===== config.mk =====
export PLATFORM = sky130hd
export DESIGN_NAME = dual_lane_sat_shift
export DESIGN_NICKNAME = d
export VERILOG_FILES = /design/src/rtl/dual_lane_sat_shift_pkg.sv /design/src/rtl/dls_count_decode.sv /design/src/rtl/dls_lane_shift.sv /design/src/rtl/dls_out_stage.sv /design/src/rtl/dual_lane_sat_shift.sv
export SDC_FILE = /design/constraint.sdc
export NUM_CORES = 1
export LEC_CHECK = 0
export BUFFER_PORTS_ARGS = -buffer_cell sky130_fd_sc_hd__buf_4
export CAP_MARGIN = 15
export CORE_MARGIN = 3
export CORE_UTILIZATION = 45
export CTS_BUF_LIST = sky130_fd_sc_hd__clkbuf_16
export DETAILED_ROUTE_END_ITERATION = 8
export MAX_ROUTING_LAYER = met4
export PLACE_DENSITY = 0.65
export SYNTH_ARGS = -nofsm -noshare
export SYNTH_HDL_FRONTEND = slang
export SYNTH_SLANG_ARGS = --single-unit

===== constraint.sdc =====
create_clock -name clk -period 0.85 [get_ports clk]
set_input_delay 0.085 -clock clk [delete_from_list [all_inputs] [get_ports clk]]
set_output_delay 0.085 -clock clk [all_outputs]
set_load 0.005 [all_outputs]

===== src/rtl/dual_lane_sat_shift_pkg.sv =====
package dual_lane_sat_shift_pkg;

   localparam int DEF_LANE_W = 16;
   localparam int DEF_LANES  = 2;
   localparam int DEF_CNT_W  = 6;

   typedef enum logic {
      SHIFT_LEFT  = 1'b0,
      SHIFT_RIGHT = 1'b1
   } shift_dir_e;

endpackage


===== src/rtl/dls_count_decode.sv =====
module dls_count_decode
   import dual_lane_sat_shift_pkg::*;
#(
   parameter int HALF_W = 16,
   parameter int CNT_W  = 6
) (
   input  logic [HALF_W-1:0] count_half,
   output shift_dir_e        dir,
   output logic [CNT_W-1:0]  mag
);

   logic [CNT_W-1:0] raw;

   always_comb begin
      raw = count_half[CNT_W-1:0];
      if (raw[CNT_W-1]) begin
         dir = SHIFT_RIGHT;
         mag = (~raw) + 1'b1;
      end else begin
         dir = SHIFT_LEFT;
         mag = raw;
      end
   end

endmodule


===== src/rtl/dls_lane_shift.sv =====
module dls_lane_shift
   import dual_lane_sat_shift_pkg::*;
#(
   parameter int LANE_W = 16,
   parameter int CNT_W  = 6
) (
   input  logic [LANE_W-1:0] lane_in,
   input  shift_dir_e        dir,
   input  logic [CNT_W-1:0]  mag,
   output logic [LANE_W-1:0] lane_out,
   output logic              sat
);

   localparam int EXT_W = LANE_W + (1 << (CNT_W - 1));
   localparam int TOP_W = EXT_W - LANE_W + 1;

   logic              sgn;
   logic [EXT_W-1:0]  ext;
   logic [EXT_W-1:0]  shl;
   logic [TOP_W-1:0]  top_bits;
   logic [LANE_W-1:0] shr;
   logic [LANE_W-1:0] clamp;
   logic              lost;

   always_comb begin
      sgn      = lane_in[LANE_W-1];
      ext      = {{(EXT_W-LANE_W){sgn}}, lane_in};
      shl      = ext << mag;
      top_bits = shl[EXT_W-1:LANE_W-1];
      lost     = (top_bits != {TOP_W{sgn}});
      shr      = $unsigned($signed(lane_in) >>> mag);
      clamp    = sgn ? {1'b1, {(LANE_W-1){1'b0}}} : {1'b0, {(LANE_W-1){1'b1}}};
      if (dir == SHIFT_RIGHT) begin
         lane_out = shr;
         sat      = 1'b0;
      end else if (lost) begin
         lane_out = clamp;
         sat      = 1'b1;
      end else begin
         lane_out = shl[LANE_W-1:0];
         sat      = 1'b0;
      end
   end

endmodule


===== src/rtl/dls_out_stage.sv =====
module dls_out_stage #(
   parameter int  DATA_W     = 32,
   parameter int  FLAG_W     = 2,
   parameter bit  REGISTERED = 1'b1
) (
   input  logic              clk,
   input  logic              rst_n,
   input  logic              d_valid,
   input  logic [DATA_W-1:0] d_data,
   input  logic [FLAG_W-1:0] d_flag,
   output logic              q_valid,
   output logic [DATA_W-1:0] q_data,
   output logic [FLAG_W-1:0] q_flag
);

   generate
      if (REGISTERED) begin : g_reg
         always_ff @(posedge clk or negedge rst_n) begin
            if (!rst_n) begin
               q_valid <= 1'b0;
               q_data  <= '0;
               q_flag  <= '0;
            end else begin
               q_valid <= d_valid;
               if (d_valid) begin
                  q_data <= d_data;
                  q_flag <= d_flag;
               end
            end
         end
      end else begin : g_comb
         logic unused_clk;
         assign unused_clk = clk ^ rst_n;
         assign q_valid = d_valid;
         assign q_data  = d_data;
         assign q_flag  = d_flag;
      end
   endgenerate

endmodule


===== src/rtl/dual_lane_sat_shift.sv =====
module dual_lane_sat_shift
   import dual_lane_sat_shift_pkg::*;
#(
   parameter int LANE_W     = DEF_LANE_W,
   parameter int LANES      = DEF_LANES,
   parameter int CNT_W      = DEF_CNT_W,
   parameter bit REGISTERED = 1'b1
) (
   input  logic                      clk,
   input  logic                      rst_n,
   input  logic                      in_valid,
   input  logic [LANES*LANE_W-1:0]   in_data,
   input  logic [LANE_W-1:0]         in_count,
   output logic                      out_valid,
   output logic [LANES*LANE_W-1:0]   out_data,
   output logic [LANES-1:0]          out_ovf
);

   localparam int DATA_W = LANES * LANE_W;

   generate
      if (LANE_W < 2) begin : g_bad_lane
         $error("LANE_W must be at least 2");
      end
      if (LANES < 1) begin : g_bad_lanes
         $error("LANES must be at least 1");
      end
      if (CNT_W < 2 || CNT_W > LANE_W) begin : g_bad_cnt
         $error("CNT_W must lie between 2 and LANE_W");
      end
   endgenerate

   shift_dir_e        dir;
   logic [CNT_W-1:0]  mag;
   logic [DATA_W-1:0] shifted;
   logic [LANES-1:0]  sat;

   dls_count_decode #(
      .HALF_W (LANE_W),
      .CNT_W  (CNT_W)
   ) u_decode (
      .count_half (in_count),
      .dir        (dir),
      .mag        (mag)
   );

   generate
      for (genvar i = 0; i < LANES; i++) begin : g_lane
         dls_lane_shift #(
            .LANE_W (LANE_W),
            .CNT_W  (CNT_W)
         ) u_lane (
            .lane_in  (in_data[i*LANE_W +: LANE_W]),
            .dir      (dir),
            .mag      (mag),
            .lane_out (shifted[i*LANE_W +: LANE_W]),
            .sat      (sat[i])
         );
      end
   endgenerate

   dls_out_stage #(
      .DATA_W     (DATA_W),
      .FLAG_W     (LANES),
      .REGISTERED (REGISTERED)
   ) u_out (
      .clk     (clk),
      .rst_n   (rst_n),
      .d_valid (in_valid),
      .d_data  (shifted),
      .d_flag  (sat),
      .q_valid (out_valid),
      .q_data  (out_data),
      .q_flag  (out_ovf)
   );

endmodule


==> out/summary.md, run 1 <==
The run finished, with violations left. The checks that failed: negative setup slack. Before antenna repair, the detailed router went through 6 iterations. In this run, synthesis produced a sequential element count of 35. The internal cell power came out at 7.030 mW. The worst pin sits at a relative slew slack of 54.22%. The share of final-layout standard cells stronger than drive strength 1 is 44.10%, and the antenna cell count is 0. Global routing used 35.67% of the available tracks.

The logs give -0.23 ns for the worst setup slack for register-to-register paths and 0 for the max-cap violation count. Data on the critical path is required at its endpoint by 1.07 ns. The first global-routing pass estimated 40850 um of wire.

Relative to the synthesized area, the layout overhead comes to 62.41%. For the final-report hold violation count, the log shows 0. The via count of the first global-routing pass was 7928; the proportion of total power due to net switching was 42.26%. Worst clock skew on the final layout: 0 ns. Using the TritonRoute via totals, the vias-per-cell ratio works out to 6.470.

The die covers 0.01460 mm2. The worst hold path belongs to the class input pin to flip-flop. The final net count is 1170, and the post-route clock period utilization is 400.9%. The netlist uses 69 different library cells. The run gives 0 as the initial antenna violation count. Once detail routing completed, the nets flagged for antenna violations numbered 0. Capturing element type of the critical path: a flip-flop. Number of core rows: 41. The number of cells produced by synthesis was 825; the transition time at the pin with the least slew margin was 0.6796 ns.

The run gives 5.146 mW as the net switching component of the power. In this run the cell area of the synthesized design comes to 0.005934 mm2. Max-slew violation count: 0. For the detailed-route DRC error count, the log shows 0.

Fill cells in the final layout number 890. Clock latency on the worst-skew pair, taken at its later pin, is 0.28 ns. The final setup violation count is 67.

In this run, CTS created clock tree buffers numbering 5. The CTS sink count was 35; the post-route worst setup slack was -2.558 ns. The library cell used most frequently in the layout, excluding fill and tap cells, is buf_4.

The tools report the wire length reported by the detailed router as 27850 um. The sequential standard cell area came out at 875.8 um2. The tree is rooted in a clkbuf_16. Counting along the longest clock path gives a buffer depth of 2. The H-tree level count came out at 2.

The number of enable flip-flop cells after synthesis came out at 0. STA classifies the critical path startpoint as an input pin. The placeable core area is 0.01277 mm2, and the via count is 8346.

The portion of total power attributed to sequential cells is 17.1%. Total power for the finished layout comes to 12.18 mW. Entering global routing, the biggest net connects 46 pins. Setup repair after global routing could not meet its margin everywhere.

The average cell area after synthesis came out at 7.193 um2. The congestion estimate from routability-driven global placement came to 1.022. The critical path class is input pin to flip-flop. At the worst endpoint, the arrival time is 3.63 ns. For the combined area of the multi-input logic cells, the log shows 0.005298 mm2. The most used flip-flop cell after synthesis is dfrtp_1. The Yosys step of the flow raised 0 warnings. The run gives 46.46% as the effective utilization at floorplan.

The area of all placed cells without fillers is 0.009638 mm2. The top cell types in the final layout, fill and taps aside, are buf_4 (298), nand2_1 (107), o21ai_0 (83). The floorplan die width was 120.8 um; the number of I/O port buffers was 75. TritonCTS built the clock tree.

The number of nets handed over by synthesis was 877. The part of the power in combinational logic came out at 68.3%. After global routing the overflow that remains totals 0. Summing all placed instances gives a cell area of 0.008323 mm2. In this run the worst path has a maximum fanout of 5. Across the VDD grid, the largest voltage drop is 802.5 uV. For this design the ratio of total power to cell area is 1263 mW/mm2. The first routing iteration left 1008 violations. The timing-limited maximum frequency is 293.4 MHz, and the height of the chip is 120.8 um. The clock-pin slew reported for the worst setup and hold paths after clock tree synthesis was 0.05 ns; the worst hold slack was 0.1233 ns. The count of pins on the block boundary is 86.

For this design the static power due to leakage is 4.134 nW. Of all flip-flops after synthesis, the portion carrying an async set or reset was 100.0%. For the sequential fraction of the synthesis area, the log shows 14.76%.

For the finished layout, the period the worst path requires is 3.408 ns. The per-cell routed wire length is 21.59 um. The tools report the clock network power share as 14.6%. The sum of net half-perimeters after detailed placement was 19910 um.
-- cell type report --
| cell class | instances | share of cell area, % |
|---|---|---|
| Inverter | 13 | 0.5842 |
| Tap cell | 172 | 2.233 |
| Clock inverter | 2 | 0.09087 |
| Timing Repair Buffer | 362 | 31.74 |
| Multi-Input combinational cell | 701 | 54.97 |
| Sequential cell | 35 | 9.087 |
| Clock buffer | 5 | 1.298 |
-- routing by layer --
layer	track usage (%)	share of wire [%]
met4	14.38	6.4
met3	5.379	8.1
met1	41.70	37
met2	61.44	49
met5	-	0
-- power groups by stage --
stage | Combinational, mW | Clock, mW | Sequential, mW
after floorplan | 3.52 | 0 | 2.05
after global placement | 6.64 | 0 | 2.04
after detailed placement | 6.71 | 0 | 2.06
after CTS | 7.11 | 1.76 | 2.06
after global routing | 8.78 | 1.84 | 2.09
final | 8.32 | 1.78 | 2.08
-- kinds of logic (layout without fill, tap and decap cells) --
logic type,Yosys count,after routing,synth area share (%)
multiplexers,114,114,21.88
adder cells (fa/ha/maj),1,1,0.2108
XOR/XNOR,6,6,1.329
buffers and inverters,89,382,6.958
flip-flops,35,35,14.76
AO/OA/AOI/OAI,294,294,32.95
AND/OR/NAND/NOR,286,286,21.91
-- stage by stage --
stage          std cells  setup WS [ns]  utilization [%]  TNS [ns]
2_1_floorplan        825         -3.077                -    -89.37
3_3_place_gp        1243         -2.783            65.16    -86.25
3_5_place_dp        1243         -2.876            65.16    -88.28
4_1_cts             1270         -2.472            69.05    -77.45
5_1_grt             1290         -2.650            75.45    -84.47
6_report            1290         -2.558            75.45    -80.75
-- worst max-delay path, stage by stage --
cell and delay, ns:
buf_8 0.08, inv_6 0.03, ha_4 0.14, and2b_4 0.29, xor2_4 0.21, mux4_2 0.58
a2111oi_4 0.40, buf_4 0.19, a21oi_2 0.05, o31a_1 0.23, a211o_1 0.32, buf_4 0.16
or2_4 0.26, a2111oi_2 0.36, o32a_1 0.22
-- synthesized netlist by cell type (16+ instances only) --
| cell | n | area share (%) |
|---|---|---|
| mux2_2 | 26 | 4.9 |
| o21ai_0 | 88 | 7.4 |
| nor3_1 | 22 | 1.9 |
| dfrtp_1 | 35 | 15 |
| nand3_1 | 19 | 1.6 |
| a31oi_1 | 27 | 2.8 |
| o211ai_1 | 17 | 2.2 |
| clkbuf_1 | 36 | 2.3 |
| nor2_1 | 77 | 4.9 |
| buf_2 | 18 | 1.5 |
| a21oi_1 | 57 | 4.8 |
| nand2_1 | 108 | 6.8 |
| mux2i_1 | 78 | 13 |
| a211oi_1 | 16 | 2.0 |
-- state kept, by name, summed over array words and instances, names as in the netlist --
signal         count
u_out.q_data      32
u_out.q_flag       2
u_out.q_valid      1
-- repair_timing --
item                                   CTS  global route
hold buffers                             1             0
endpoints found under the hold margin   35             0
pin swaps                               11            26
setup endpoints to repair               67            67
setup buffers                           19            17
resized for setup                       54           110
gates cloned                             0             4
-- final timing paths --
check / from / depth (start not counted) / to
min in group asynchronous: rst_n / 2 / u_out.q_data[25]
worst min-delay path: in_valid / 2 / u_out.q_valid
worst max register to register: u_out.q_data[6] / 3 / u_out.q_data[6]
worst max-delay path: in_count[0] / 15 / u_out.q_data[28]
max in group asynchronous: rst_n / 2 / u_out.q_data[0]
worst min register to register: u_out.q_data[15] / 1 / u_out.q_data[15]
Power figures use the tool's default switching activity.
==> run 2, diff against run 1 <==
SKIP_CTS_REPAIR_TIMING = 1   (was unset)
==> run 2 against run 1 <==
Effect of this change:
- the run still ends with negative setup slack left
- register-to-register slack improved by 0.13 ns
- highest routed layer unchanged
- clock skew is the same
- critical endpoint is now u_out.q_data[26]
- critical path depth grew 1
- flip-flop and latch count unchanged
- global-route usage is 0.94 points lower
- non-clock buffer count increased by 1
- combinational power shrank 1%
- sequential share of layout area increased by 0.11 points
- total power is 1.3% lower
==> out/summary.md, run 2 (synthesis results as in run 1) <==
The logs give 0.01277 mm2 (unchanged) for the placeable core area and 41 (unchanged) for the number of core rows. The run gives 1171 (+0.085%) as the final net count. In this run the critical register-to-register path is launched from u_out.q_data[14].

Ranked by flip-flop count, first place goes to u_out.q_data. The run gives 1.07 ns (about the same) as the required time at the endpoint of the critical path. The depth of the worst register-to-register path works out to 3 (unchanged). The post-route minimum period works out to 3.455 ns (+0.04695 ns). The relative slew slack is 48.48% (-5.7 points), and the number of I/O port buffers is 75 (unchanged). The maximum number of pins on one net before global-route repair is 46 (unchanged), and the overall die area is 0.01460 mm2 (unchanged). The hold path depth came out at 2 (unchanged). Sort of element at the start of the critical path: an input pin. CTS buffer count: 5 (unchanged). The timing-limited maximum frequency is 289.4 MHz (-1.4%), and the worst path arrival time is 3.68 ns (+0.05 ns). The floorplan die width came out at 120.8 um (unchanged). The post-route clock period utilization is 406.5% (+5.5 points). The tools report the via count of the first global-routing pass as 7728 (-2.5%). Final-report hold violation count: 0 (unchanged).

For the insertion delay to the later sink of the worst-skew pair, the log shows 0.28 ns (about the same). Setup repair after global routing could not meet its margin everywhere. The last weighted congestion value of the routability-driven placer came out at 1.022 (unchanged).

The tools report the combined global-route utilization of all metal layers as 34.73% (-0.94 points). The effective utilization at floorplan is 46.46% (unchanged). For the leakage component of the power, the log shows 4.117 nW (-0.41%).

The final reports fail on negative setup slack. The part of the power in combinational logic was 68.3% (about the same); the largest fanout on the critical path was 5 (unchanged). The flow ran to the end, but the final reports show violations. The run gives 19910 um (unchanged) as the sum of net half-perimeters after detailed placement. The tools report the CTS sink count as 35 (unchanged). The max-slew violation count is 0 (unchanged), and the number of flip-flops under the largest register name is 32 (unchanged). The average via count per standard cell works out to 6.456 (-0.21%). Worst slack at placement: -2.876 ns (unchanged). Final sum of negative setup slack: -81.22 ns (-0.4758 ns). The proportion of total power due to net switching is 41.81% (-0.45 points). The number of search-and-repair iterations in the first detailed-routing pass is 7 (+1).

The share of final-layout standard cells stronger than drive strength 1 is 42.90% (-1.2 points), and the per-cell routed wire length is 21.15 um (-2.0%). Clock tree buffer depth: 2 (unchanged). The logs give 86 (unchanged) for the count of pins on the block boundary and 0 (unchanged) for the aggregate global routing overflow.

The max-cap violation count is 0 (unchanged). The capture point of the worst reg-to-reg path is u_out.q_data[14]. The transition time at the pin with the least slew margin is 0.7648 ns (+0.08519 ns).

The tools report the post-route worst setup slack as -2.605 ns (-0.04695 ns). The library cell used most frequently in the layout, excluding fill and tap cells, is buf_4. The final setup violation count was 67 (unchanged).

The worst setup slack for register-to-register paths is -0.10 ns (+0.13 ns), and the power density of the placed cells is 1262 mW/mm2 (-0.10%). In this run the clock root is driven by a clkbuf_16. The clock network power share is 14.5% (about the same). The area growth from synthesis to layout is 60.51%. The count of routing violations after the opening detailed-route iteration is 887 (-12%).

The critical path class was input pin to flip-flop. The min-delay analysis places its worst path in the category input pin to flip-flop. The worst hold path begins at in_valid. The tools report the antenna cell count as 0 (unchanged). The worst hold path terminates at u_out.q_valid. The wire length reported by the detailed router was 27310 um (-2.0%). Portion of total power attributed to sequential cells: 17.2% (about the same).

The top cell types in the final layout, fill and taps aside, are buf_4 (299), nand2_1 (108), o21ai_0 (84). The detailed-route DRC error count came out at 0 (unchanged). The net switching component of the power came out at 5.026 mW (-2.3%).

The via count was 8335 (-0.13%); the initial antenna violation count was 0 (unchanged). TritonCTS built the clock tree. The height of the chip came out at 120.8 um (unchanged).

The tools report the post-route antenna net violation count as 0 (unchanged). The largest registers in the layout are u_out.q_data: 32 flops, u_out.q_flag: 2 flops, u_out.q_valid: 1 flops. The worst clock skew on the final layout is 0 ns (unchanged). STA classifies the critical path endpoint as a flip-flop. Maximum resistive drop on vdd: 789.4 uV (-1.6%). The internal cell power was 6.995 mW (-0.49%). The H-tree level count was 2 (unchanged); the clock-pin slew reported for the worst setup and hold paths after clock tree synthesis was 0.05 ns (about the same). The run gives 39720 um (-2.8%) as the wire length of the first global-routing pass. The total power consumption of the routed design came out at 12.02 mW (-1.3%).
## run 2: cell types whose count changed in the layout (fill, tap and decap cells not counted), sizes merged
| cell | delta |
|---|---|
| buf | +1 |
## run 2: how the worst max path moves through the flow
| stage | startpoint | endpoint | cells past startpoint |
|---|---|---|---|
| 2_1_floorplan | in_count[0] | u_out.q_data[18] | 16 |
| 3_3_place_gp | in_count[1] | u_out.q_data[30] | 14 |
| 3_5_place_dp | in_count[1] | u_out.q_data[25] | 15 |
| 4_1_cts | in_count[1] | u_out.q_data[25] | 15 |
| 5_1_grt | in_count[0] | u_out.q_data[19] | 16 |
| 6_report | in_count[0] | u_out.q_data[26] | 16 |
## run 2: critical path, cell delays in order
cell	delay [ns]
buf_8	0.09
inv_6	0.03
ha_4	0.14
and2b_4	0.30
xor2_4	0.21
buf_6	0.13
mux4_2	0.54
a2111oi_4	0.42
buf_4	0.18
a41oi_2	0.10
a21boi_2	0.17
a211o_1	0.34
or2_4	0.30
buf_4	0.16
o31ai_1	0.29
o22a_1	0.19
## run 2: metal layers
layer	vias up	part of all wire (%)	global-route usage, %
met2	544	49	59.64
met5	-	0	-
li1	3713	-	-
met3	135	8.3	4.958
met1	3943	37	41.14
met4	0	5.3	13.46
## run 2: stage by stage
| step | instances | utilization, % | instance area [um2] | hold WS [ns] |
|---|---|---|---|---|
| floorplan | 825 | - | 6005 | -0.2106 |
| CTS | 1250 | 66.21 | 8457 | -0.2370 |
| finish | 1291 | 74.57 | 9525 | 0.1199 |
| global placement | 1243 | 65.16 | 8323 | 0.04590 |
| global route | 1291 | 74.57 | 9525 | 0.1259 |
| detailed placement | 1243 | 65.16 | 8323 | 0.06213 |
## run 2: area by class of cell
class / instances / area (um2)
Fill cell: 923 / 3248
Clock inverter: 2 / 8.758
Timing Repair Buffer: 363 / 3059
Inverter: 13 / 56.30
Multi-Input combinational cell: 701 / 5185
Sequential cell: 35 / 875.8
Tap cell: 172 / 215.2
Clock buffer: 5 / 125.1
## run 2: power groups by stage
stage	registers (mW)	logic, mW	clock network (mW)
finish	2.07	8.21	1.74
global route	2.08	8.68	1.84
CTS	2.03	6.74	1.76
detailed placement	2.06	6.71	0
global placement	2.04	6.64	0
floorplan	2.05	3.52	0
==> run 3, diff against run 2 <==
clock period = 4 ns   (was 0.85 ns; I/O delays follow)
==> run 3 against run 2 <==
Effect of this change:
- the flow now finishes without violations
- clock power is 79% lower
- global-route usage is 2.8 points lower
- via count fell by 13%
- routed wire length down 16%
- register-to-register slack improved by 3.2 ns
- combinational power is 85% lower
- cell area decreased by 23%
- total power shrank 83%
- die area unchanged
==> out/summary.md, run 3 (synthesis results as in run 1) <==
The register ranked first by flip-flop count was u_out.q_data. The run gives 0 (unchanged) as the antenna cell count. The aggregate global routing overflow was 0 (unchanged). The run finished with clean final reports. The number of core rows was 41 (unchanged); the total buffers and inverters traversed by the critical path was 4 (-1).

Walking the worst path, the cells encountered are buf_4 > inv_6 > ha_4 > and2b_4 > xor2_4 > buf_12 > mux4_2 > a2111oi_4 > a21oi_1 > o31a_1 > a211o_1 > or2_1 > buf_4 > nor4_1 > o31a_1. The height of the chip is 120.8 um (unchanged), and the largest fanout on the critical path is 12 (+7). Clock tree buffer depth: 2 (unchanged). TritonCTS built the clock tree. The share of final-layout standard cells stronger than drive strength 1 works out to 25.56% (-17 points). The count of routing violations after the opening detailed-route iteration was 705 (-21%); the power density of the placed cells was 279.1 mW/mm2 (-78%).

For the max-cap violation count, the log shows 0 (unchanged). STA classifies the critical path endpoint as a flip-flop. The instance count on the critical path works out to 15 (-1). The post-route clock period utilization was 96.66%; the count of pins on the block boundary was 86 (unchanged). Placeable core area: 0.01277 mm2 (unchanged). In the layout the commonest cells are buf_4 (168), nand2_1 (108), o21ai_0 (88). The tools report the initial antenna violation count as 0 (unchanged).

The insertion delay to the later sink of the worst-skew pair is 0.28 ns (about the same). The type of the worst min-delay path was input pin to asynchronous set/reset pin. The worst setup slack for register-to-register paths came out at 3.10 ns (+3.20 ns). The required time at the endpoint of the critical path was 4.22 ns (+3.15 ns). The wire length reported by the detailed router is 22880 um (-16%).

The capturing instance or port of the critical path was u_out.q_data[19]. The relative slew slack is 48.79% (+0.31 points). In the final layout, the registers with the most flip-flops are u_out.q_data: 32 flops, u_out.q_flag: 2 flops, u_out.q_valid: 1 flops. The CTS buffer count was 5 (unchanged); the final setup violation count was 0 (-100%). Family with the most delay on the worst path: compound AO/OA/AOI/OAI gates. The run gives 0.007237 mm2 (-13%) as the total cell area at the placement stage. For the worst clock skew on the final layout, the log shows 0 ns (unchanged). The via count is 7279 (-13%), and the peak per-stage delay on the critical path is 0.55 ns (about the same). The maximum resistive drop on vdd was 141.5 uV (-82%); the wire length of the first global-routing pass was 36840 um (-7.3%).

The tools report the post-route worst setup slack as 0.1335 ns (+2.738 ns). The run gives 5 (-2) as the number of search-and-repair iterations in the first detailed-routing pass. The floorplan die width is 120.8 um (unchanged).

The average via count per standard cell is 6.599 (+2.2%), and the worst path arrival time is 4.08 ns (+0.40 ns). The clock-pin slew reported for the worst setup and hold paths after clock tree synthesis works out to 0.05 ns (about the same). The depth of the worst register-to-register path is 3 (unchanged), and the final cell utilization of the core is 57.78% (-17 points). The effective utilization at floorplan was 46.46% (unchanged); the final-report hold violation count was 0 (unchanged). The fill cell total of the finished layout was 1187 (+29%). The overall die area was 0.01460 mm2 (unchanged); the post-route minimum period was 3.866 ns. The number of I/O port buffers works out to 75 (unchanged). The transition time at the pin with the least slew margin came out at 0.7644 ns (-0.0003755 ns).

The slowest stage of the critical path belongs to the cell mux4_2. For the leakage component of the power, the log shows 3.067 nW (-26%). The per-cell routed wire length is 20.75 um (-1.9%), and the last weighted congestion value of the routability-driven placer is 1.004 (-1.8%). Cell at the root of the clock tree: clkbuf_16.

The H-tree level count is 2 (unchanged). Setup repair after global routing left no endpoint under its margin. The startpoint of the lowest-slack register-to-register path was u_out.q_data[8].

In this run the worst setup path begins at in_count[0]. Combined global-route utilization of all metal layers: 31.89% (-2.8 points). The number of flip-flops under the largest register name was 32 (unchanged).

The worst slack at placement is -0.09693 ns (+2.779 ns), and the post-route antenna net violation count is 0 (unchanged). The area of all placed cells without fillers is 0.007381 mm2 (-23%). The worst register-to-register path ends at u_out.q_data[8].

The area growth from synthesis to layout is 24.37%. For the final net count, the log shows 982 (-16%). For the timing-limited maximum frequency, the log shows 258.6 MHz. The detailed-route DRC error count is 0 (unchanged), and the via count of the first global-routing pass is 7019 (-9.2%). The max-slew violation count came out at 0 (unchanged). The tools report the sort of element at the start of the critical path as an input pin. The library cell used most frequently in the layout, excluding fill and tap cells, is buf_4.

The sum of net half-perimeters after detailed placement is 17840 um (-10%). The critical path class is input pin to flip-flop. For the CTS sink count, the log shows 35 (unchanged). Maximum number of pins on one net before global-route repair: 51 (+11%).
[run 3: cell types whose count changed in the layout (fill, tap and decap cells not counted), moves of 4 or more]
| cell | previous run | this run |
|---|---|---|
| buf_4 | 299 | 168 |
| buf_6 | 51 | 0 |
| mux2i_4 | 17 | 1 |
| mux2i_1 | 60 | 75 |
| buf_8 | 4 | 0 |
| mux2_2 | 22 | 26 |
| mux2_4 | 4 | 0 |
| o21ai_0 | 84 | 88 |
| o21ai_1 | 4 | 0 |
| o32ai_1 | 2 | 6 |
| o32ai_2 | 4 | 0 |
[run 3: report_power, final]
group          leakage, nW  switching (mW)  internal, mW  total (mW)
Combinational         2.60           0.717         0.553        1.27
Sequential           0.400          0.0277         0.401       0.429
Clock               0.0701           0.136         0.224       0.360
Total                 3.07           0.881          1.18        2.06
[run 3: cell type report]
class                           count  area [um2]  share of cell area (%)
Timing Repair Buffer              174        1381                   18.71
Tap cell                          172       215.2                   2.916
Clock inverter                      3       11.26                  0.1526
Multi-Input combinational cell    701        4718                   63.93
Clock buffer                        5       125.1                   1.695
Inverter                           13       53.80                  0.7289
Sequential cell                    35       875.8                   11.87
[run 3: how the worst min path moves through the flow]
stage,start,cells after the start,end,slack (ns)
final,rst_n,1,u_out.q_data[26],0.07
after global routing,rst_n,1,u_out.q_data[26],0.10
after CTS,rst_n,1,u_out.q_data[25],0.09
after detailed placement,rst_n,1,u_out.q_data[24],0.38
after global placement,rst_n,1,u_out.q_data[28],0.37
after floorplan,rst_n,0,u_out.q_data[0],0.10
[run 3: layer usage]
| layer | part of all wire (%) | track usage, % | up-vias |
|---|---|---|---|
| met5 | 0 | - | - |
| met4 | 4.5 | 12.46 | 0 |
| met3 | 6.4 | 2.900 | 78 |
| met2 | 49 | 53.63 | 329 |
| met1 | 40 | 39.69 | 3533 |
| li1 | - | - | 3339 |
[run 3: worst register-to-register path, cell delays in order (launching register included)]
cell,delay [ns]
dfrtp_1,0.35
nor2_1,0.06
a21o_1,0.18
o32ai_1,0.22
[run 3: metrics by stage]
| stage | TNS [ns] | power, mW | hold WS, ns | cells |
|---|---|---|---|---|
| 4_1_cts | 0 | 2.041 | 0.08538 | 1103 |
| 5_1_grt | 0 | 2.185 | 0.1009 | 1103 |
| 3_5_place_dp | -0.9188 | 1.676 | 0.3773 | 1095 |
| 3_3_place_gp | -0.01305 | 1.656 | 0.3671 | 1095 |
| 2_1_floorplan | -1.435 | 1.180 | 0.1044 | 825 |
| 6_report | 0 | 2.060 | 0.06749 | 1103 |
